$ cat config.mk
export PLATFORM = sky130hd
export DESIGN_NAME = ptgt_top
export DESIGN_NICKNAME = d
export VERILOG_FILES = /design/src/rtl/ptgt_pkg.sv /design/src/rtl/ptgt_decode.sv /design/src/rtl/ptgt_regs.sv /design/src/rtl/ptgt_parity.sv /design/src/rtl/ptgt_top.sv
export SDC_FILE = /design/constraint.sdc
export NUM_CORES = 1
export LEC_CHECK = 0
export ABC_AREA = 1
export CAP_MARGIN = 0
export CELL_PAD_IN_SITES_DETAIL_PLACEMENT = 1
export CELL_PAD_IN_SITES_GLOBAL_PLACEMENT = 1
export CORE_UTILIZATION = 25
export CTS_BUF_LIST = sky130_fd_sc_hd__clkbuf_8
export DETAILED_ROUTE_END_ITERATION = 8
export DONT_BUFFER_PORTS = 1
export PLACE_DENSITY = 0.48
export SYNTH_ARGS = -nofsm -noshare
export SYNTH_HDL_FRONTEND = slang
export SYNTH_SLANG_ARGS = --single-unit
$ cat constraint.sdc
create_clock -name clk -period 2.6 [get_ports clk]
set_input_delay 0.52 -clock clk [delete_from_list [all_inputs] [get_ports clk]]
set_output_delay 0.52 -clock clk [all_outputs]
set_load 0.005 [all_outputs]
$ cat src/rtl/ptgt_pkg.sv
package ptgt_pkg;
    typedef enum logic [1:0] {
        ST_IDLE,
        ST_RD_TURN,
        ST_RD_DATA,
        ST_WR_DATA
    } tgt_state_e;

    localparam logic [3:0] CMD_MEM_RD = 4'b0110;
    localparam logic [3:0] CMD_MEM_WR = 4'b0111;
endpackage

$ cat src/rtl/ptgt_decode.sv
module ptgt_decode #(
    parameter logic [31:0] BASE_ADDR = 32'h0000_1000,
    parameter int          NREG      = 8,
    localparam int         IDX_W     = $clog2(NREG)
) (
    input  logic [31:0]      addr,
    input  logic [3:0]       cmd_n,
    output logic             claim_rd,
    output logic             claim_wr,
    output logic [IDX_W-1:0] idx
);
    import ptgt_pkg::*;

    localparam logic [32:0] LO = {1'b0, BASE_ADDR};
    localparam logic [32:0] HI = {1'b0, BASE_ADDR} + 33'(NREG * 4);

    logic in_win;

    always_comb begin
        in_win   = ({1'b0, addr} >= LO) && ({1'b0, addr} < HI);
        claim_rd = in_win && (cmd_n == CMD_MEM_RD);
        claim_wr = in_win && (cmd_n == CMD_MEM_WR);
        idx      = addr[IDX_W+1:2];
    end
endmodule

$ cat src/rtl/ptgt_regs.sv
module ptgt_regs #(
    parameter int  NREG  = 8,
    localparam int IDX_W = $clog2(NREG)
) (
    input  logic             clk,
    input  logic             rst_n,
    input  logic             we,
    input  logic [3:0]       lane_en,
    input  logic [IDX_W-1:0] idx,
    input  logic [31:0]      wdata,
    output logic [31:0]      rdata
);
    logic [31:0] mem [NREG];

    always_ff @(posedge clk) begin
        if (!rst_n) begin
            for (int i = 0; i < NREG; i++) mem[i] <= '0;
        end else if (we) begin
            for (int k = 0; k < 4; k++)
                if (lane_en[k]) mem[idx][8*k +: 8] <= wdata[8*k +: 8];
        end
    end

    assign rdata = mem[idx];
endmodule

$ cat src/rtl/ptgt_parity.sv
module ptgt_parity (
    input  logic        clk,
    input  logic        rst_n,
    input  logic [31:0] ad,
    input  logic [3:0]  cbe_n,
    input  logic        ad_oe,
    output logic        par_out,
    output logic        par_oe
);
    always_ff @(posedge clk) begin
        if (!rst_n) begin
            par_out <= 1'b0;
            par_oe  <= 1'b0;
        end else begin
            par_out <= ^{ad, cbe_n};
            par_oe  <= ad_oe;
        end
    end
endmodule

$ cat src/rtl/ptgt_top.sv
module ptgt_top #(
    parameter logic [31:0] BASE_ADDR = 32'h0000_1000,
    parameter int          NREG      = 8,
    parameter int          WAIT_W    = 4
) (
    input  logic              clk,
    input  logic              rst_n,
    input  logic              frame_n,
    input  logic              irdy_n,
    input  logic [3:0]        cbe_n,
    input  logic [31:0]       ad_in,
    input  logic [WAIT_W-1:0] wait_cfg,
    output logic [31:0]       ad_out,
    output logic              ad_oe,
    output logic              devsel_n,
    output logic              trdy_n,
    output logic              par_out,
    output logic              par_oe
);
    import ptgt_pkg::*;

    localparam int IDX_W = $clog2(NREG);

    tgt_state_e        state, nxt;
    logic              frame_q;
    logic [IDX_W-1:0]  idx_q, dec_idx;
    logic [WAIT_W-1:0] cnt_q;
    logic              claim_rd, claim_wr, addr_phase;
    logic              data_st, ready, done;
    logic [31:0]       rdata, lane_mask;

    ptgt_decode #(.BASE_ADDR(BASE_ADDR), .NREG(NREG)) u_dec (
        .addr(ad_in), .cmd_n(cbe_n),
        .claim_rd(claim_rd), .claim_wr(claim_wr), .idx(dec_idx)
    );

    ptgt_regs #(.NREG(NREG)) u_regs (
        .clk(clk), .rst_n(rst_n),
        .we(done && (state == ST_WR_DATA)), .lane_en(~cbe_n),
        .idx(idx_q), .wdata(ad_in), .rdata(rdata)
    );

    ptgt_parity u_par (
        .clk(clk), .rst_n(rst_n), .ad(ad_out), .cbe_n(cbe_n),
        .ad_oe(ad_oe), .par_out(par_out), .par_oe(par_oe)
    );

    assign addr_phase = !frame_n && frame_q;
    assign data_st    = (state == ST_RD_DATA) || (state == ST_WR_DATA);
    assign ready      = data_st && (cnt_q == '0);
    assign done       = ready && !irdy_n;

    // State register
    always_ff @(posedge clk) begin
        if (!rst_n) state <= ST_IDLE;
        else        state <= nxt;
    end

    // Address-phase capture, wait counter, frame history
    always_ff @(posedge clk) begin
        if (!rst_n) begin
            frame_q <= 1'b1;
            idx_q   <= '0;
            cnt_q   <= '0;
        end else begin
            frame_q <= frame_n;
            if (state == ST_IDLE && addr_phase) begin
                idx_q <= dec_idx;
                cnt_q <= wait_cfg;
            end else if (data_st && cnt_q != '0) begin
                cnt_q <= cnt_q - 1'b1;
            end
        end
    end

    // Transitions
    always_comb begin
        nxt = state;
        unique case (state)
            ST_IDLE: begin
                if (addr_phase && claim_rd)      nxt = ST_RD_TURN;
                else if (addr_phase && claim_wr) nxt = ST_WR_DATA;
            end
            ST_RD_TURN: nxt = ST_RD_DATA;
            ST_RD_DATA: if (done) nxt = ST_IDLE;
            ST_WR_DATA: if (done) nxt = ST_IDLE;
            default:    nxt = ST_IDLE;
        endcase
    end

    // Byte-lane mask from active-low enables
    generate
        for (genvar k = 0; k < 4; k++) begin : g_lane
            assign lane_mask[8*k +: 8] = {8{~cbe_n[k]}};
        end
    endgenerate

    // Outputs
    always_comb begin
        devsel_n = (state == ST_IDLE);
        trdy_n   = !ready;
        ad_oe    = (state == ST_RD_DATA);
        ad_out   = ad_oe ? (rdata & lane_mask) : 32'h0;
    end

    // Assertions
    p_idle_after_reset_r1: assert property (@(posedge clk)
        !rst_n |=> (devsel_n && trdy_n && !ad_oe && !par_oe));

    p_turn_before_drive_r3: assert property (@(posedge clk) disable iff (!rst_n)
        $rose(ad_oe) |-> $past(!devsel_n));

    p_trdy_with_devsel_r6: assert property (@(posedge clk) disable iff (!rst_n)
        !trdy_n |-> !devsel_n);

    p_release_after_done_r7: assert property (@(posedge clk) disable iff (!rst_n)
        (!irdy_n && !trdy_n) |=> (devsel_n && trdy_n && !ad_oe));

    p_par_trails_data_r8: assert property (@(posedge clk) disable iff (!rst_n)
        par_oe == $past(ad_oe));

    p_par_even_r8: assert property (@(posedge clk) disable iff (!rst_n)
        par_oe |-> ((^{$past(ad_out), $past(cbe_n), par_out}) == 1'b0));
endmodule

== Yosys cells after proc, flatten, opt, wreduce, memory -nomap -nowiden ==
Memory sizes are Yosys's and may differ from the RTL's. A register that Yosys moved wholly into a read port is not among the register bits.
Cells that the tools add are included.

* Register bits after elaboration: 12
* Bits in latches: 0
* Bits in writable memories: 256
* Bits in read-only memories: 0
* Input bits: 44
* Output and inout port bits: 37
* Memories: 1

* $add $sub $neg: 1
* $mul: 0
* Divide/modulo/power cells: 0
* $lt $le $gt $ge: 2
* Equal/unequal tests: 7
* Shifts and indexed selects: 0
* Multiplexer cells: 29
* Bitwise gates (word level): 6
* Reduce and logical (&&, ||, !) cells: 23

{| class="wikitable"
|+ Memory list
! memory !! depth !! width !! rd ports !! clocked after Yosys merged registers in !! wr ports !! line !! source
|-
| u_regs.mem || 8 || 32 || 1 || 1 || 8 || ptgt_regs.sv:13 || <nowiki>logic [31:0] mem [NREG];</nowiki>
|}

{| class="wikitable"
|+ Operators by type and width
! cell !! number
|-
| $mux W32 || 2
|-
| $reduce_xor A36 Y1 || 1
|-
| $and A32 B32 Y32 || 1
|-
| $ge A32 B13 Y1 const B || 1
|-
| $lt A32 B13 Y1 const B || 1
|-
| $reduce_or A32 Y1 || 1
|-
| $mux W1 || 17
|-
| $mux W4 || 3
|-
| $logic_and A1 B1 Y1 || 11
|-
| $mux W3 || 3
|-
| $eq A4 B3 Y1 const B || 2
|-
| $mux W2 || 3
|-
| $pmux W2 S3 || 1
|-
| $eq A2 B2 Y1 const B || 2
|-
| $logic_not A4 Y1 || 1
|-
| $not A1 Y1 || 4
|-
| $not A4 Y4 || 1
|-
| $reduce_bool A4 Y1 || 1
|-
| $sub A4 B1 Y4 const B || 1
|-
| $logic_not A1 Y1 || 3
|-
| $ne A3 B1 Y1 const B || 1
|-
| $eq A2 B1 Y1 const B || 1
|-
| $logic_not A2 Y1 || 1
|-
| $ne A2 B1 Y1 const B || 1
|-
| 4 further kinds || 4
|}

== Logic depth before layout (Yosys ltp) ==
Gate-level depths: netlist (run 1).

* Depth after elaboration: 10
* Mapped depth: 22
* Gate-level depth less buffers: 20

== Cells and area by module ==
Synthesis (run 1) repeated with hierarchy kept, for this count alone.

* Cell total of the unflattened synthesis: 1746
* Area total of the unflattened synthesis: 13929.6 um^2

{| class="wikitable"
|+ Modules (own cells, without submodules)
! module !! instances !! cells an instance !! area each (um^2) !! sequential area each (um^2)
|-
| ptgt_regs || 1 || 1354 || 11982.7 || 7687.4
|-
| ptgt_parity || 1 || 194 || 864.6 || 40.0
|-
| ptgt_top || 1 || 143 || 854.6 || 200.2
|-
| ptgt_decode || 1 || 55 || 227.7 || 0.0
|}

== Least setup slack after synthesis (run 1) ==
Ideal clock, no wire load.

* Path kind: flip-flop to flip-flop
* From: register cnt_q[0]
* To: memory u_regs.mem[2][0] (enable)
* Arrival time: 1.767 ns
* Required time: 2.271 ns
* Path slack: 0.504 ns
* Stages on the path, launching flop included: 11
* Buffers on the path: 0
* Cell sequence: dfxtp_1 -> inv_1 -> ha_1 -> nand2_1 -> inv_1 -> nand3_1 -> nor2_1 -> nand3_1 -> nor2_1 -> nand2_1 -> nand2_1

{| class="wikitable"
|+ RTL lines
! what !! line !! source
|-
| start, declared || ptgt_top.sv:27 || <nowiki>logic [WAIT_W-1:0] cnt_q;</nowiki>
|-
| start signal, assigned || ptgt_top.sv:69 || <nowiki>cnt_q <= wait_cfg;</nowiki>
|-
| start signal, assigned || ptgt_top.sv:71 || <nowiki>cnt_q <= cnt_q - 1'b1;</nowiki>
|-
| end, declared || ptgt_regs.sv:13 ||
|}

==> results of run 1 <==
[per-stage QoR]
step / cells / setup slack, ps
floorplan: 1569 / 504.2
global placement: 2330 / 112.8
detailed placement: 2330 / 96.32
CTS: 2471 / -101.8
global route: 2488 / -207.3
finish: 2488 / -75.74
[power by group through the flow]
stage | Clock, mW | Sequential (mW) | Combinational [mW]
after floorplan | 0 | 5.11 | 0.626
after detailed placement | 0 | 5.15 | 0.973
after CTS | 3.78 | 5.07 | 1.18
final | 3.67 | 5.07 | 1.23
after global routing | 3.96 | 5.10 | 1.35
after global placement | 0 | 5.14 | 0.965
[worst register-to-register path: cells and delay by family (launching register included)]
family,cells,cell delay [ps]
flops,1,380
compound gates,3,570
buf+inv,9,1070
simple gates,7,490
[layer usage]
metal  share of wire, %  wire length [µm]  GRT usage (%)  up-vias
met3                3.3              1553          2.785       64
li1                   -                 -              -     5495
met5                  0                 0              0        -
met1                 45             21430          22.41     5538
met4                2.1               981          4.667        0
met2                 49             23260          29.92      154
[cell usage after synthesis]
cell type	number
buf_4	11
buf_2	16
inv_1	120
edfxtp_1	256
a41oi_1	1
and2b_1	3
o211ai_2	1
dfxtp_1	15
nand3_1	122
buf_6	7
a21oi_1	6
o21ai_1	13
o21ai_0	73
nand2_1	370
o211ai_1	8
nand2_2	1
nor2_1	448
clkinv_1	29
nand4_1	6
nor2b_1	2
a211oi_1	2
buf_1	6
clkbuf_1	15
inv_2	6
nor3_1	9
a2111oi_0	1
nor4_1	1
o221ai_1	1
xnor2_1	1
a31oi_1	2
ha_1	4
nor2_2	13
[logic make-up (layout without fill, tap and decap cells)]
kind of cell	Yosys count	after routing
fa+ha+maj	4	4
xor+xnor	1	1
flops	271	271
compound gates	108	108
simple gates	975	975
buf+inv	210	441
[path summary, 6_finish.rpt]
kind                               start            end  slack [ps]  depth (start not counted)
worst min register to register  cnt_q[3]       cnt_q[3]         490                          2
worst max register to register  register  u_par.par_out         -20                         19
worst max-delay path            register     ad_out[20]         -80                         11
worst min-delay path             frame_n        frame_q          30                          2
[cell type report]
class | count | area (µm²)
fillers | 6244 | 35510
flip-flops and latches | 271 | 7996
multi-input cells | 1088 | 5001
repair buffers | 195 | 1934
well taps | 688 | 860.8
clock buffers | 51 | 701.9
inverters | 155 | 594.3
clock inverters | 40 | 160.2
[state kept, by name, indices dropped and copies added, names as in the netlist, named ones only]
signal / cells
cnt_q: 4
frame_q: 1
idx_q: 3
u_par.par_out: 1
u_par.par_oe: 1
u_regs.mem: 256
state: 2
[repair_timing]
action | 4_1_cts | 5_1_grt
pin swaps | 42 | 28
cloned | 9 | 2
setup buffers | 40 | 15
hold buffers | 1 | 0
resized for setup | 137 | 67
endpoints found under the hold margin | 1 | 0
setup endpoints to repair | 28 | 41
==> metrics.txt, run 1 <==
outcome=finished, violations left; failing checks=negative setup slack; clk_skew=10.93 ps; Max stage delay on crit path=410 ps; RSZ-0062 raised after global routing=true; complex-gate fraction of the synthesized area=about 4.4%; commonest non-fill, non-tap cell in the layout=nor2_1; Critical Path AT=2160 ps; Placement Cell Area=0.01505 mm²; gr ovfl total=0; DPL Wire Length=approximately 31000 µm; GRT Util Overall=17.35%; Tmin final=about 2700 ps; Synth Area in XOR/XNOR=less than 1%; VDD IR max=between 200 and 300 µV; Clock Latency Late Sink=between 600 and 700 ps; setup TNS=-956.2 ps; logic gate share of total power=about an eighth; Vias/cell=4.522; initial antenna violation count=0; Worst path slowest cell=dfxtp_4; Root Buffer=clkbuf_8; drc violations=0; CP Capture Type=primary output; most area-hungry cell type in the Yosys netlist=edfxtp_1; final setup fails=20; CP bufs+invs=6; Ant. Diodes=0; Worst Tran Pin Value=between 600 and 700 ps; largest net degree at the start of global routing=between 50 and 60; Pwr per Cell Area=578.3 mW/mm²; Worst Path Required=between 2000 and 2500 ps; first-pass GRT wire length=70930 µm; Chip Height=about 230 µm; Sw Pwr=approximately 2.7 mW; number of global-route vias before repair=roughly 12000; fin. max-slew vios=0; worst min path class=input port to register; Post-Synth Adder-Cell Area=0.3727%; Critical Path Start Type=register; DR pass1 iterations=6; CTS Buffer Depth=3; die area=~0.055 mm²; mux share of post-synthesis cell area=0%; final worst setup slack=-75.74 ps; Final Cell Area=approximately 0.017 mm²; Critical Path Fanout Max=8; CP Class=register to primary output; 1st-iter DRT viols=about 560; share of Yosys cell area claimed by the top area cell type=around 57%; Pleak=between 7 and 8 nW; antenna viol nets, final=0; CTS H-Tree Depth=2; average size of a mapped cell=between 8 and 9 µm²; WL/cell=18.98 µm; CP top delay family=buffers and inverters; Synth cell types=32; Vias=11250; Max Freq=373.7 MHz; Ports=81; row count=between 80 and 90; ranking of synthesized cells by area=edfxtp_1 (57%), nor2_1 (13%), nand2_1 (10%); mapped cell area=about 0.013 mm²; max_cap viols=0; fin crit share=102.9%; Sw Ratio=between 20% and 30%; critical path cell sequence=buf_6 -> buf_8 -> buf_12 -> buf_16 -> nor2_4 -> nor2_1 -> o21ai_1 -> nand3_1 -> nand3_2 -> inv_2 -> buf_6; Placeable Area=approximately 0.053 mm²; largest family of logic cells by synthesized area=simple AND/OR/NAND/NOR gates; RePlAce Congestion=0.7592; most frequent cells in the layout=nor2_1 (426), nand2_1 (349), edfxtp_1 (256); final hold violation count=0; final net count=~1800; sequential area share after synthesis=59.49%; sequential share of power=around 51%; simple-gate share of the synthesized area=around 29%; internal power=~7.2 mW; Tot Pwr=~10 mW; Yosys reg bits=~270; Slew headroom=53.20%; Util after Layout=32.69%; Clk network pwr share=roughly 37%; Initial Util=between 20% and 30%; port bufs=0; clock-pin slew on the worst setup and hold paths=roughly 60 ps; TritonCTS buffer count=50; Area Growth Syn to Fin=28.46%; Hold WS=approximately 33 ps; Synth Warn #=0; clock sink count=between 200 and 300; Crit path top cell by count=buf_6; CTS tree=done; Syn Nets=approximately 1600; final WL=~47000 µm; Die Width=233.8 µm; share of cells above drive strength 1=between 20 and 25%; cells after synthesis=around 1600
(Power assumes the default switching activity.)
==> inputs of run 2 (changes only) <==
--- a/config.mk
+++ b/config.mk
@@ -14,6 +14,7 @@
 export DETAILED_ROUTE_END_ITERATION = 8
 export DONT_BUFFER_PORTS = 1
 export PLACE_DENSITY = 0.48
+export REMOVE_ABC_BUFFERS = 1
 export SYNTH_ARGS = -nofsm -noshare
 export SYNTH_HDL_FRONTEND = slang
 export SYNTH_SLANG_ARGS = --single-unit
==> run 2 against run 1 <==
Compared with the run above:
- the run ends with design-rule violations, negative setup slack left
- clock power grew 6.5%
- combinational power shrank 8%
- first-iteration DRC count shrank 27%
- flip-flop and latch count is the same
- wire length shrank 0.55%
- non-clock buffer count shrank 35
- utilization shrank 0.92 points
- register-to-register slack gained 60 ps
- hold slack gained 29 ps
- largest power group unchanged
==> metrics.txt, run 2 (synthesized netlist as in run 1, its figures left out) <==
CTS Buffer Depth=3 (unchanged); clock-pin slew on the worst setup and hold paths=60 ps (about the same); Sw Ratio=27.05% (-0.45 points); CP bufs+invs=3 (-3); met1 wire length=20970 µm (-2.2%); Reg with most FFs=u_regs.mem; Slew headroom=49.21% (-4.0 points); failing checks=design-rule violations, negative setup slack; Hold Path End=cnt_q[0]; Clk network pwr share=38.7% (+1.9 points); RePlAce Congestion=0.7510 (-1.1%); critical path cell sequence=clkinv_8 -> buf_12 -> o21ai_0 -> nand3_1 -> and2b_2 -> buf_4; Pwr per Cell Area=603.1 mW/mm² (+4.3%); internal power=7.375 mW (+2.0%); initial antenna violation count=0 (unchanged); GRT Util Overall=17.46% (+0.10 points); Clock Latency Late Sink=630 ps (+20 ps); Pleak=7.021 nW (-3.2%); Initial Util=25.45% (unchanged); clk_skew=15.00 ps (+4.071 ps); Met2 Wirelength=23280 µm (about the same); logic gate share of total power=11.2% (-1.1 points); DPL Wire Length=30720 µm (-1.6%); Util after Layout=31.77% (-0.92 points); Hold WS=62.00 ps (+29.41 ps); Worst Tran Pin Value=756.0 ps (+59.29 ps); clock sink count=271 (unchanged); R2R Path End=u_par.par_out; antenna viol nets, final=0 (unchanged); Critical Path Fanout Max=43 (+35); max reg flops=256 (unchanged); CTS H-Tree Depth=2 (unchanged); port bufs=0 (unchanged); CP Class=register to primary output; row count=84 (unchanged); share of cells above drive strength 1=17.02% (-3.8 points); Critical Path AT=2180 ps (+20 ps); most frequent cells in the layout=nor2_1 (433), nand2_1 (362), edfxtp_1 (256); RSZ-0062 raised after global routing=true; final worst setup slack=-100.2 ps (-24.43 ps); Chip Height=233.8 µm (unchanged); WL/cell=19.15 µm (+0.91%); hold depth=2 (unchanged); Worst Path Required=2080 ps (about the same); Root Buffer=clkbuf_8; DR pass1 iterations=7 (+1); Vias=11000 (-2.2%); Hold Startpoint=wait_cfg[0]; number of global-route vias before repair=11660 (+0.86%); outcome=finished, violations left; biggest regs=u_regs.mem x256, cnt_q x4, idx_q x3; Tmin final=2700 ps (+24.43 ps); fin. max-slew vios=0 (unchanged); cells on worst reg2reg path=22 (+3); Vias/cell=4.488 (-0.76%); final setup fails=30 (+50%); top routing layer used=met4; die area=0.05464 mm² (unchanged); CTS tree=done; Placeable Area=0.05276 mm² (unchanged); Max Freq=370.3 MHz (-0.90%); Critical Path Start Type=register; Tot Pwr=10.11 mW (+1.3%); largest net degree at the start of global routing=44 (-19%); max_cap viols=0 (unchanged); Ports=81 (unchanged); sequential share of power=50.1% (-0.8 points); Routed met3 length=1654 µm (+6.5%); Final Cell Area=0.01676 mm² (-2.8%); final hold violation count=0 (unchanged); final WL=46960 µm (-0.55%); fin crit share=103.9% (+0.94 points); Die Width=233.8 µm (unchanged); drc violations=12 (+12); Worst path slowest cell=dfxtp_4; 1st-iter DRT viols=406 (-27%); Max stage delay on crit path=480 ps (+70 ps); TritonCTS buffer count=50 (unchanged); CP Capture Type=primary output; VDD IR max=286.6 µV (+12%); CP top delay family=flip-flops; pre-CTS setup slack=118.0 ps (+21.66 ps); Area Growth Syn to Fin=24.83%; final net count=1774 (-1.9%); commonest non-fill, non-tap cell in the layout=nor2_1; first-pass GRT wire length=70620 µm (-0.44%); gr ovfl total=0 (unchanged); R2R Setup Slk=40 ps (+60 ps); Placement Cell Area=0.01504 mm² (about the same); worst min path class=input port to register; Sw Pwr=2.735 mW (-0.31%)
run 2: cell types whose count changed in the layout (fill, tap and decap cells not counted), moves of 4 or more:
cell | before | now
buf_4 | 153 | 123
buf_6 | 16 | 11
clkinv_1 | 45 | 49
inv_1 | 131 | 125
inv_2 | 10 | 6
nand2_1 | 349 | 362
nand2_2 | 19 | 9
nand3_1 | 97 | 104
nand3_2 | 22 | 18
nor2_1 | 426 | 433
nor2_4 | 14 | 6
o21ai_0 | 30 | 42
o21ai_2 | 16 | 9
run 2: layout make-up:
class                   count  area [µm²]
well taps                 688       860.8
clock inverters            38       207.7
inverters                 155       601.8
multi-input cells        1088        4778
clock buffers              51       701.9
repair buffers            160        1613
diodes                      1       2.502
flip-flops and latches    271        7996
fillers                  6191       36000
run 2: repair_timing:
item / in CTS / in global routing
cloned: 7 / 3
hold buffers: 3 / 0
setup endpoints to repair: 32 / 33
endpoints found under the hold margin: 3 / 0
resized for setup: 68 / 60
buffers inserted: 18 / 7
pin swaps: 10 / 16
run 2: per-stage QoR:
step           cells  TNS [ps]
2_1_floorplan   1514    -81410
3_3_place_gp    2326         0
3_5_place_dp    2326         0
4_1_cts         2443     -4274
5_1_grt         2451     -6355
6_report        2452     -1534
run 2: worst max path at each step:
stage	endpoint	slack, ps	from	cells past startpoint
after floorplan	u_par.par_out	-2750	register	17
after global placement	u_par.par_out	180	register	17
after detailed placement	u_par.par_out	120	register	17
after CTS	ad_out[7]	-170	register	8
after global routing	ad_out[29]	-250	register	9
final	ad_out[7]	-100	register	6
run 2: worst reg2reg max path, stage by stage, from the launching register on:
cell and delay, ps:
dfxtp_4 480, clkinv_8 110, buf_12 160, buf_16 160, o21ai_4 140, nand3_2 90
buf_4 140, buf_4 120, buf_4 120, buf_4 120, nand3_2 50, nand2_1 60
nand2_2 90, nand2_1 50, nand2_1 70, nand2_1 70, nand2_2 80, inv_1 40
nand2_1 70, nand2_2 60, nand3_2 70, nand2_1 50, nor2_1 120
run 2: power by group through the flow:
stage               Sequential [mW]  Combinational (mW)  Clock [mW]
floorplan                      5.17               0.524           0
global placement               5.14               0.952           0
detailed placement             5.15               0.962           0
CTS                            5.07                1.12        4.06
global route                   5.09                1.26        4.23
finish                         5.07                1.13        3.91
run 2: routing by layer:
metal,vias up,GRT usage [%]
met3,72,3.271
met1,5372,21.83
met5,-,0
li1,5415,-
met4,0,4.850
met2,145,30.53
==> inputs of run 3 (changes only) <==
--- a/config.mk
+++ b/config.mk
@@ -13,6 +13,7 @@
 export CTS_BUF_LIST = sky130_fd_sc_hd__clkbuf_8
 export DETAILED_ROUTE_END_ITERATION = 8
 export DONT_BUFFER_PORTS = 1
+export MAX_ROUTING_LAYER = met4
 export PLACE_DENSITY = 0.48
 export REMOVE_ABC_BUFFERS = 1
 export SYNTH_ARGS = -nofsm -noshare
==> run 3 against run 2 <==
Compared with the run above:
- the flow still finishes with violations (design-rule violations, negative setup slack)
- via count rose by 0.36%
- wire length barely moved
- count of clock-buffer cells in the layout did not move
==> metrics.txt, run 3 (synthesized netlist as in run 1, its figures left out) <==
outcome=finished, violations left; failing checks=design-rule violations, negative setup slack; number of global-route vias before repair=11640 (-0.11%); Clock Latency Late Sink=640 ps (about the same); Worst Path Required=2080 ps (about the same); logic gate share of total power=11.2% (about the same); 1st-iter DRT viols=421 (+3.7%); Die Width=233.8 µm (unchanged); largest net degree at the start of global routing=44 (unchanged); VDD IR max=289.6 µV (+1.0%); initial antenna violation count=0 (unchanged); final hold violation count=0 (unchanged); CP Capture Type=primary output; CP Class=register to primary output; Clk network pwr share=38.8% (about the same); RePlAce Congestion=0.7606 (+1.3%); Max Freq=368.9 MHz (-0.39%); Critical Path AT=2190 ps (about the same); Placeable Area=0.05276 mm² (unchanged); setup TNS=-1654 ps (-120.2 ps); fillers=6191 (unchanged); port bufs=0 (unchanged); fin. max-slew vios=0 (unchanged); RSZ-0062 raised after global routing=true; Critical Path Fanout Max=7 (-84%); max_cap viols=0 (unchanged); pre-CTS setup slack=118.0 ps (unchanged); register area=0.007996 mm² (unchanged); Chip Height=233.8 µm (unchanged); Final Cell Area=0.01676 mm² (unchanged); CTS Buffer Depth=3 (unchanged); DPL Wire Length=30720 µm (unchanged); biggest regs=u_regs.mem x256, cnt_q x4, idx_q x3; most frequent cells in the layout=nor2_1 (433), nand2_1 (362), edfxtp_1 (256); Worst Tran Pin Value=715.7 ps (-40.30 ps); commonest non-fill, non-tap cell in the layout=nor2_1; GR peak layer=met2; CTS H-Tree Depth=2 (unchanged); Ports=81 (unchanged); hold depth=2 (unchanged); share of cells above drive strength 1=17.02% (unchanged); Tmin final=2711 ps (+10.50 ps); global routing usage on met3=3.149% (-0.12 points); Sw Pwr=2.748 mW (+0.49%); Vias/cell=4.504 (+0.36%); die area=0.05464 mm² (unchanged); area of the multi-input gates=0.004778 mm² (unchanged); max reg flops=256 (unchanged); row count=84 (unchanged); Pleak=7.021 nW (unchanged); antenna viol nets, final=0 (unchanged); DR pass1 iterations=7 (unchanged); worst min path class=input port to register; Tot Pwr=10.12 mW (+0.13%); TritonCTS buffer count=50 (unchanged); Root Buffer=clkbuf_8; sequential share of power=50.1% (about the same); final WL=46970 µm (about the same); drc violations=12 (unchanged); GRT met1 Usage=21.91% (+0.077 points); Post-Layout Cell Count=2452 (unchanged); first-pass GRT wire length=70680 µm (about the same); final setup fails=30 (unchanged); WL/cell=19.16 µm (about the same); fin crit share=104.3% (+0.40 points); Sw Ratio=27.15% (+0.096 points); Util after Layout=31.77% (unchanged); final worst setup slack=-110.7 ps (-10.50 ps); Critical Path Start Type=register; gr ovfl total=0 (unchanged); clock-pin slew on the worst setup and hold paths=60 ps (about the same); final net count=1774 (unchanged); Area Growth Syn to Fin=24.83% (unchanged); clock sink count=271 (unchanged); met2 Track Usage GR=30.53% (unchanged); Vias=11040 (+0.36%); Pwr per Cell Area=603.9 mW/mm² (+0.13%); Reg with most FFs=u_regs.mem; CTS tree=done; clk_skew=18.85 ps (+3.856 ps); internal power=7.375 mW (about the same); GRT Util Overall=17.99% (+0.53 points); Placement Cell Area=0.01504 mm² (unchanged); cells on worst reg2reg path=22 (unchanged); placed cells=2326 (unchanged); Initial Util=25.45% (unchanged); Slew headroom=51.92% (+2.7 points); Hold WS=60.42 ps (-1.579 ps)
## run 3: cell counts in the layout (fill, tap and decap cells not counted)
No cell type changed its count.
## run 3: area by class of cell
cell class	instances	area share [%]
clock buffers	51	4.188
repair buffers	160	9.622
inverters	155	3.590
multi-input cells	1088	28.51
diodes	1	0.01493
flip-flops and latches	271	47.70
well taps	688	5.135
clock inverters	38	1.239
## run 3: critical path: stages (launching register included)
cell and delay (ps):
dfxtp_4 480, clkinv_8 110, buf_12 150, clkbuf_16 180, o21ai_0 210, nand3_1 120, inv_1 110, nor2_4 50
buf_4 140
## run 3: power groups by stage
stage                     Sequential, mW  Clock, mW  Combinational, mW
after floorplan                     5.17          0              0.524
final                               5.07       3.92               1.13
after global routing                5.09       4.23               1.26
after CTS                           5.07       4.06               1.12
after detailed placement            5.15          0              0.962
after global placement              5.14          0              0.952
## run 3: metal layers
| metal | vias up | part of all wire, % |
|---|---|---|
| met5 | - | 0 |
| met4 | 0 | 2.4 |
| met3 | 78 | 3.3 |
| met2 | 134 | 50 |
| met1 | 5412 | 45 |
| li1 | 5420 | - |
## run 3: what timing repair did
action,in CTS,in global routing
cloned,7,3
buffers inserted,18,7
pin swaps,10,16
hold buffers,3,0
endpoints found under the hold margin,3,0
setup endpoints to repair,32,33
resized for setup,68,60
## run 3: path summary, 6_finish.rpt
kind,startpoint,to,slack (ps)
worst max-delay path,register,ad_out[25],-110
worst min-delay path,wait_cfg[0],cnt_q[0],60
worst max register to register,register,u_par.par_out,40
worst min register to register,cnt_q[3],cnt_q[3],490
